**src/rtl/csr_unit_pkg.sv**
```systemverilog
package csr_unit_pkg;
  localparam int XLEN  = 32;
  localparam int CNT_W = 2 * XLEN;

  typedef logic [XLEN-1:0]  word_t;
  typedef logic [CNT_W-1:0] count_t;

  typedef enum logic [1:0] {
    OP_NONE  = 2'b00,
    OP_WRITE = 2'b01,
    OP_SET   = 2'b10,
    OP_CLEAR = 2'b11
  } csr_op_e;

  typedef enum logic [2:0] {
    SRC_NONE,
    SRC_CYC_LO,
    SRC_CYC_HI,
    SRC_TIM_LO,
    SRC_TIM_HI,
    SRC_GP
  } src_e;

  localparam logic [11:0] ADDR_CYC_LO = 12'hC00;
  localparam logic [11:0] ADDR_TIM_LO = 12'hC01;
  localparam logic [11:0] ADDR_CYC_HI = 12'hC80;
  localparam logic [11:0] ADDR_TIM_HI = 12'hC81;

  function automatic word_t imm_zext(logic [4:0] field);
    return word_t'(field);
  endfunction

  function automatic word_t csr_merge(csr_op_e op, word_t old, word_t opnd);
    case (op)
      OP_WRITE: return opnd;
      OP_SET:   return old | opnd;
      OP_CLEAR: return old & ~opnd;
      default:  return old;
    endcase
  endfunction
endpackage

```
**src/rtl/csr_decode.sv**
```systemverilog
module csr_decode
  import csr_unit_pkg::*;
#(
  parameter int          NUM_GP  = 4,
  parameter logic [11:0] GP_BASE = 12'h7C0,
  localparam int         IDX_W   = (NUM_GP > 1) ? $clog2(NUM_GP) : 1
) (
  input  logic             valid,
  input  logic [2:0]       funct3,
  input  logic [11:0]      addr,
  input  logic [4:0]       rd_idx,
  input  logic [4:0]       rs1_idx,
  input  word_t            rs1_val,
  output csr_op_e          op,
  output word_t            operand,
  output src_e             src,
  output logic [IDX_W-1:0] gp_idx,
  output logic             active,
  output logic             legal,
  output logic             do_read,
  output logic             do_write
);
  logic [11:0] gp_off;
  logic        gp_hit;

  always_comb begin
    active  = valid && (funct3[1:0] != 2'b00);
    op      = active ? csr_op_e'(funct3[1:0]) : OP_NONE;
    operand = funct3[2] ? imm_zext(rs1_idx) : rs1_val;
    gp_off  = addr - GP_BASE;
    gp_hit  = 32'(gp_off) < NUM_GP;
    gp_idx  = gp_off[IDX_W-1:0];
    case (addr)
      ADDR_CYC_LO: src = SRC_CYC_LO;
      ADDR_CYC_HI: src = SRC_CYC_HI;
      ADDR_TIM_LO: src = SRC_TIM_LO;
      ADDR_TIM_HI: src = SRC_TIM_HI;
      default:     src = gp_hit ? SRC_GP : SRC_NONE;
    endcase
    legal    = (src != SRC_NONE);
    do_read  = active && legal && ((op != OP_WRITE) || (rd_idx != 5'd0));
    do_write = active && legal && (src == SRC_GP) &&
               ((op == OP_WRITE) || (rs1_idx != 5'd0));
  end
endmodule

```
**src/rtl/csr_counter.sv**
```systemverilog
module csr_counter
  import csr_unit_pkg::*;
#(
  parameter count_t INIT = '0
) (
  input  logic   clk,
  input  logic   rst_n,
  input  logic   inc,
  output count_t count
);
  always_ff @(posedge clk or negedge rst_n) begin
    if (!rst_n)   count <= INIT;
    else if (inc) count <= count + count_t'(1);
  end
endmodule

```
**src/rtl/csr_gp_file.sv**
```systemverilog
module csr_gp_file
  import csr_unit_pkg::*;
#(
  parameter  int NUM_GP = 4,
  localparam int IDX_W  = (NUM_GP > 1) ? $clog2(NUM_GP) : 1
) (
  input  logic             clk,
  input  logic             rst_n,
  input  logic             we,
  input  logic [IDX_W-1:0] idx,
  input  word_t            wdata,
  output word_t            q [NUM_GP]
);
  for (genvar i = 0; i < NUM_GP; i++) begin : g_reg
    always_ff @(posedge clk or negedge rst_n) begin
      if (!rst_n)                           q[i] <= '0;
      else if (we && (idx == IDX_W'(i)))    q[i] <= wdata;
    end
  end
endmodule

```
**src/rtl/csr_unit.sv**
```systemverilog
module csr_unit
  import csr_unit_pkg::*;
#(
  parameter int          NUM_GP   = 4,
  parameter logic [11:0] GP_BASE  = 12'h7C0,
  parameter logic [63:0] CNT_INIT = 64'h0
) (
  input  logic        clk,
  input  logic        rst_n,
  input  logic        tick_i,
  input  logic        req_valid_i,
  input  logic [2:0]  funct3_i,
  input  logic [11:0] addr_i,
  input  logic [4:0]  rd_idx_i,
  input  logic [4:0]  rs1_idx_i,
  input  logic [31:0] rs1_val_i,
  output logic [31:0] rd_data_o,
  output logic        rd_we_o,
  output logic        rd_fire_o,
  output logic        illegal_o
);
  localparam int IDX_W = (NUM_GP > 1) ? $clog2(NUM_GP) : 1;

  csr_op_e          op;
  word_t            operand;
  src_e             src;
  logic [IDX_W-1:0] gp_idx;
  logic             active, legal, do_read, do_write;

  count_t           cycle_q, time_q;
  word_t            gp_q [NUM_GP];
  word_t            cur_val, new_val;

  // named events for the checker
  logic             gp_wr_fire;
  assign gp_wr_fire = do_write;

  csr_decode #(.NUM_GP(NUM_GP), .GP_BASE(GP_BASE)) u_dec (
    .valid(req_valid_i), .funct3(funct3_i), .addr(addr_i),
    .rd_idx(rd_idx_i), .rs1_idx(rs1_idx_i), .rs1_val(rs1_val_i),
    .op(op), .operand(operand), .src(src), .gp_idx(gp_idx),
    .active(active), .legal(legal), .do_read(do_read), .do_write(do_write)
  );

  csr_counter #(.INIT(count_t'(CNT_INIT))) u_cycle (
    .clk(clk), .rst_n(rst_n), .inc(1'b1), .count(cycle_q)
  );

  csr_counter #(.INIT(count_t'(CNT_INIT))) u_time (
    .clk(clk), .rst_n(rst_n), .inc(tick_i), .count(time_q)
  );

  csr_gp_file #(.NUM_GP(NUM_GP)) u_gp (
    .clk(clk), .rst_n(rst_n), .we(do_write), .idx(gp_idx),
    .wdata(new_val), .q(gp_q)
  );

  always_comb begin
    cur_val = '0;
    case (src)
      SRC_CYC_LO: cur_val = cycle_q[XLEN-1:0];
      SRC_CYC_HI: cur_val = cycle_q[CNT_W-1:XLEN];
      SRC_TIM_LO: cur_val = time_q[XLEN-1:0];
      SRC_TIM_HI: cur_val = time_q[CNT_W-1:XLEN];
      SRC_GP: begin
        for (int i = 0; i < NUM_GP; i++)
          if (gp_idx == IDX_W'(i)) cur_val = gp_q[i];
      end
      default: cur_val = '0;
    endcase
    new_val = csr_merge(op, cur_val, operand);
  end

  assign rd_data_o = do_read ? cur_val : '0;
  assign rd_fire_o = do_read;
  assign rd_we_o   = active && legal && (rd_idx_i != 5'd0);
  assign illegal_o = active && !legal;
endmodule

```
**config.mk**
```make
export PLATFORM = sky130hd
export DESIGN_NAME = csr_unit
export DESIGN_NICKNAME = d
export VERILOG_FILES = /design/src/rtl/csr_unit_pkg.sv /design/src/rtl/csr_decode.sv /design/src/rtl/csr_counter.sv /design/src/rtl/csr_gp_file.sv /design/src/rtl/csr_unit.sv
export SDC_FILE = /design/constraint.sdc
export NUM_CORES = 1
export LEC_CHECK = 0
export BUFFER_PORTS_ARGS = -buffer_cell sky130_fd_sc_hd__buf_2
export CAP_MARGIN = 20
export CORE_ASPECT_RATIO = 0.75
export CORE_MARGIN = 1
export CORE_UTILIZATION = 59
export CTS_CLUSTER_SIZE = 40
export DETAILED_ROUTE_END_ITERATION = 10
export GPL_TIMING_DRIVEN = 0
export MAX_ROUTING_LAYER = met4
export PLACE_DENSITY = 0.78
export SLEW_MARGIN = 30
export SYNTH_ARGS = -nofsm -noshare
export SYNTH_HDL_FRONTEND = slang
export SYNTH_HIERARCHICAL = 1
export SYNTH_SLANG_ARGS = --single-unit
```
**constraint.sdc**
```tcl
create_clock -name clk -period 4.48 [get_ports clk]
set_clock_uncertainty 0.05 [all_clocks]
set_input_delay 0.448 -clock clk [delete_from_list [all_inputs] [get_ports clk]]
set_output_delay 0.448 -clock clk [all_outputs]
set_load 0.02 [all_outputs]
```
Yosys cells after proc, flatten, opt, wreduce, memory -nomap -nowiden
Cells that the tools add are included.
- register bits after elaboration: 256
- input port bits: 61
- output and inout bits: 35
- word-level logic and storage cells: 59
- add/subtract/negate cells: 3
- order comparisons: 1
- equal/unequal tests: 16
- muxes and demuxes: 11
- bitwise logic cells: 3
- reductions and logical operators: 19
- operators by type and width (kind ; count):
    $mux W32 ; 6
    $pmux W32 S5 ; 1
    $add A64 B1 Y64 const B ; 2
    $pmux W32 S3 ; 1
    $eq A12 B12 Y1 const B ; 4
    $and A32 B32 Y32 ; 1
    $not A32 Y32 ; 1
    $or A32 B32 Y32 ; 1
    $lt A12 B3 Y1 const B ; 1
    $pmux W3 S4 ; 1
    $sub A12 B11 Y12 const B ; 1
    $logic_and A1 B1 Y1 ; 11
    $reduce_bool A5 Y1 ; 2
    $eq A2 B2 Y1 const B ; 4
    $eq A3 B2 Y1 const B ; 2
    $eq A3 B3 Y1 const B ; 2
    $eq A2 B1 Y1 const B ; 2
    $eq A3 B1 Y1 const B ; 1
    $mux W3 ; 1
    $reduce_bool A3 Y1 ; 1
    $logic_not A2 Y1 ; 1
    $logic_or A1 B1 Y1 ; 2
    $mux W2 ; 1
    $ne A2 B1 Y1 const B ; 1
    2 further kinds ; 2

Depth between registers and ports, before layout
- depth in word-level cells: 9
- depth in mapped cells: 11
- depth with buffers taken out: 8

Hierarchy
Netlist, hierarchy kept.
- by module, submodules not included (module ; times used ; cells an instance ; area each (um^2) ; seq. area each (um^2)):
    csr_counter ; 2 ; 285 ; 3098.0 ; 1601.5
    csr_gp_file ; 1 ; 272 ; 4744.6 ; 3203.1
    csr_unit ; 1 ; 373 ; 3193.1 ; 0.0
    csr_decode ; 1 ; 62 ; 437.9 ; 0.0

Worst setup path after synthesis
Ideal clock, no wire load.
- path kind: input-to-output
- start: input addr_i[5]
- end: output rd_data_o[14]
- arrival: 2.524 ns
- required time: 3.982 ns
- path slack: 1.458 ns
- stages on the path: 9
- path buffers: 3
- cell sequence: nor4_4 > nand2_1 > a21oi_1 > and3b_1 > buf_2 > buf_4 > buf_4 > nand2_1 > a21boi_0
- longest elaborated chain between the ends: 8
- elaborated cells on any way between the ends: 18
- those cells by class: add/sub: 1; order compare: 1; eq/ne: 9; mux: 4; reduce/logical: 3
- RTL lines (item ; RTL line ; source):
    start: declaration ; csr_unit.sv:13 ; input logic [11:0] addr_i,
    $sub A12 B11 Y12 ; csr_decode.sv:30 ; gp_off = addr - GP_BASE;
    $lt A12 B3 Y1 ; csr_decode.sv:31 ; gp_hit = 32'(gp_off) < NUM_GP;
    $mux W3 ; csr_decode.sv:38 ; default: src = gp_hit ? SRC_GP : SRC_NONE;
    $pmux W3 S4 * ; csr_decode.sv:33 ; case (addr)
    via src[0] ; csr_unit.sv:26 ; src_e src;
    parallel branches: the longest is 3 deep, another holds $pmux W32 S5 ; -- ;
    $mux W32 * ; csr_unit.sv:74 ; assign rd_data_o = do_read ? cur_val : '0;
    end: declaration ; csr_unit.sv:17 ; output logic [31:0] rd_data_o,
Mark *: on every way through the listed nets, which the timed path passes.

Worst setup path after layout
- start: input addr_i[5]
- end: output rd_data_o[31]
Same word-level chain as after synthesis.

==> results.tsv <==
stage	metric	value	unit
finish	fraction of layout cells with a size suffix above 1	0.2857	
pwr	leakage power	7.466	nW
sta	Max Slew Vio Count	0	
route	vias	11390	
worst_setup_path	slowest stage cell, crit path	o32ai_1	
pwr	Max rail drop VDD	339.1	uV
worst_setup_path	crit-path max FO	10	
sta	hold slack	0.1512	ns
global_route	gr ovfl total	0	
sta	RSZ-0062 raised after global routing	no	
clock_tree	cts bufs inserted	26	
pwr	total power draw	5.262	mW
synthesis	ys flop type	dfrtp_1	
route	drt initial violations	1168	
sta	Final Cycle Share	0.9058	
placed_design	hpwl dp	31100	um
synthesis	sequential cell area fraction in the yosys report	0.4396	
floorplanning	row cnt	49	
route	DRT antenna net count	0	
clock_tree	CTS sink cnt	256	
worst_setup_path	cell seen most often among critical-path stages	buf_2	
global_route	initial antenna violation count	0	
synthesis	top-count cell post-synth	dfrtp_1	
route	Routed WL	41570	um
synthesis	Ys Warns	6	
floorplanning	Die Area	25340	sq um
worst_setup_path	arrival time at the worst endpoint	3.56	ns
sta	Rel. slew slack	0.3523	
route	per-cell routed wire length	23.63	um
worst_setup_path	CP peak stage delay	0.78	ns
clock_tree	Longest Clk Path Bufs	3	
floorplanning	Starting Density	0.6048	
route	drt pass-1 iters	5	
synthesis	Mapped Cells	1277	
clock_tree	Reg clk slew, reported paths	0.06	ns
synthesis	most area-consuming cells after synthesis	dfrtp_1 44%, mux2_2 11%, xnor2_1 5.3%	
worst_setup_path	CP endpoint kind	primary output	
global_route	global-route wire length before repair	64380	um
clock_tree	Post-CTS Hold Buffers	1	
floorplanning	Die X	183.5	um
worst_setup_path	CP Data Required Time	3.98	ns
finish	antenna cells	0	
sta	Final Hold Violating Endpoints	0	
route	vias per std cell	6.474	
sta	Slew @ Worst Pin	0.9715	ns
floorplanning	Ports	96	
floorplanning	Die Y	138.1	um
synthesis	Synth Cell Area	14570	sq um
placed_design	gp weighted congestion	0.9327	
synthesis	synth cell count leaders	256 x dfrtp_1, 138 x mux2_2, 101 x nand2_1, 89 x xnor2_1, 70 x xor2_1	
synthesis	ys async rst share	1.000	
floorplanning	total core area	24090	sq um
worst_setup_path	critical setup path kind	primary input to primary output	
synthesis	Synth area leader	dfrtp_1	
sta	fmax	246.4	MHz
run_status	status	completed	
global_route	largest net degree at the start of global routing	90	
route	drt drc	0	
finish	Final Util	0.6845	
sta	Tmin final	4.058	ns
sta	setup TNS	0	ns
synthesis	post-synth cell types	60	
flow_run	Max-cap violations	0	
synthesis	#FFs+latches synth	256	
synthesis	syn_area_per_cell	11.41	sq um
clock_tree	clk_lat worst skew	0.54	ns
finish	synthesis-to-finish area growth	13.19	%
clock_tree	post-CTS resize count	0	
finish	# nets final	1472	
pwr	Power Dens Cells	319.0	nW/um^2
clock_tree	post-CTS setup buffers	0	
synthesis	Post-synth EDFFs	0	
clock_tree	CTS H-tree depth	1	
min_path	Hold Path Class	primary input to flip-flop	
clock_tree	clock root buffer	clkbuf_16	
worst_setup_path	crit path launch type	primary input	
synthesis	Synth top area share	0.4396	
global_route	vias in the first global route	11010	
sta	Finish-stage setup viols	0	
worst_setup_path	CP Cell Sequence	buf_2 -> nor4_4 -> nand2_1 -> a21oi_1 -> nand2b_4 -> buf_2 -> o32ai_1 -> a21oi_1 -> a21boi_0 -> buf_2	
global_route	gr usage total	0.3433	
clock_tree	CTS tree	done	
placed_design	Port-buffer cells	95	
-- state kept, by name, indices dropped and copies added (netlist names) --
register and flops:
u_time/count 64, u_gp/q 128, u_cycle/count 64
-- path summary, 6_finish.rpt --
| path | startpoint | to | slack (ns) | depth (start not counted) |
|---|---|---|---|---|
| max | addr_i[5] | rd_data_o[31] | 0.42 | 10 |
| min | tick_i | u_time/count[0]$_DFFE_PN0P_ | 0.15 | 2 |
| max reg2reg | u_time/count[0]$_DFFE_PN0P_ | u_time/count[46]$_DFFE_PN0P_ | 1.93 | 6 |
| min reg2reg | u_cycle/count[63]$_DFFE_PN0P_ | u_cycle/count[63]$_DFFE_PN0P_ | 0.44 | 1 |
| max in group asynchronous | rst_n | u_gp/q[26]$_DFFE_PN0P_ | 2.67 | 5 |
| min in group asynchronous | rst_n | u_cycle/count[17]$_DFFE_PN0P_ | 0.46 | 3 |
-- per-stage QoR --
| stage | setup WS [ns] | instance area, sq um | cells |
|---|---|---|---|
| detailed placement | 0.5949 | 15570 | 1711 |
| global placement | -1.675 | 15480 | 1708 |
| global route | 0.2841 | 16490 | 1759 |
| floorplan | 1.458 | 14590 | 1282 |
| finish | 0.4220 | 16490 | 1759 |
| CTS | 0.5752 | 16490 | 1759 |
-- layer usage --
metal	part of all wire	global-route usage	vias to the layer above
met3	0.12	0.08483	81
met2	0.42	0.4677	629
met5	0	-	-
met1	0.43	0.5007	5749
li1	-	-	4929
met4	0.034	0.1101	0
-- layout make-up --
type | instances | area (sq um)
timing repair buffer | 99 | 578.1
fill | 1785 | 7601
tap | 331 | 414.1
multi-input combinational | 928 | 7689
clock inverter | 14 | 182.7
clock buffer | 33 | 728.2
buffer | 60 | 352.8
sequential | 256 | 6406
inverter | 38 | 142.6
-- cells by family after synthesis --
logic type,after synthesis,share of synthesized area
AO/OA/AOI/OAI,138,0.07685
adder cells (fa/ha/maj),2,0.001717
multiplexers,194,0.1769
buffers and inverters,98,0.03400
flip-flops,256,0.4396
AND/OR/NAND/NOR,429,0.1751
other,1,0.0002574
XOR/XNOR,159,0.09557
-- layout by cell type (no fill, tap or decap), types with 17 or more instances in the layout --
master     count
a21oi_1       18
a22oi_1       39
buf_2        121
clkbuf_1      17
clkbuf_16     27
dfrtp_1      256
inv_1         38
mux2_2       138
mux2i_1       22
nand2_1      101
nand3_1       42
nand4_1       36
nor2_1        61
nor2b_1       53
nor3_1        37
xnor2_1       89
xor2_1        70
-- report_power, final --
part | switching, mW | internal [mW] | total [mW]
Clock | 0.943 | 1.38 | 2.32
Sequential | 0.147 | 2.38 | 2.52
Combinational | 0.241 | 0.175 | 0.416
Total | 1.33 | 3.93 | 5.26
-- critical path, delay by kind of cell --
family	cells	cell delay (ns)
and+or+nand+nor	3	0.62
buffers and inverters	3	0.58
AOI/OAI and AO/OA	4	1.90
No activity file was read; power rests on OpenSTA's default activity.
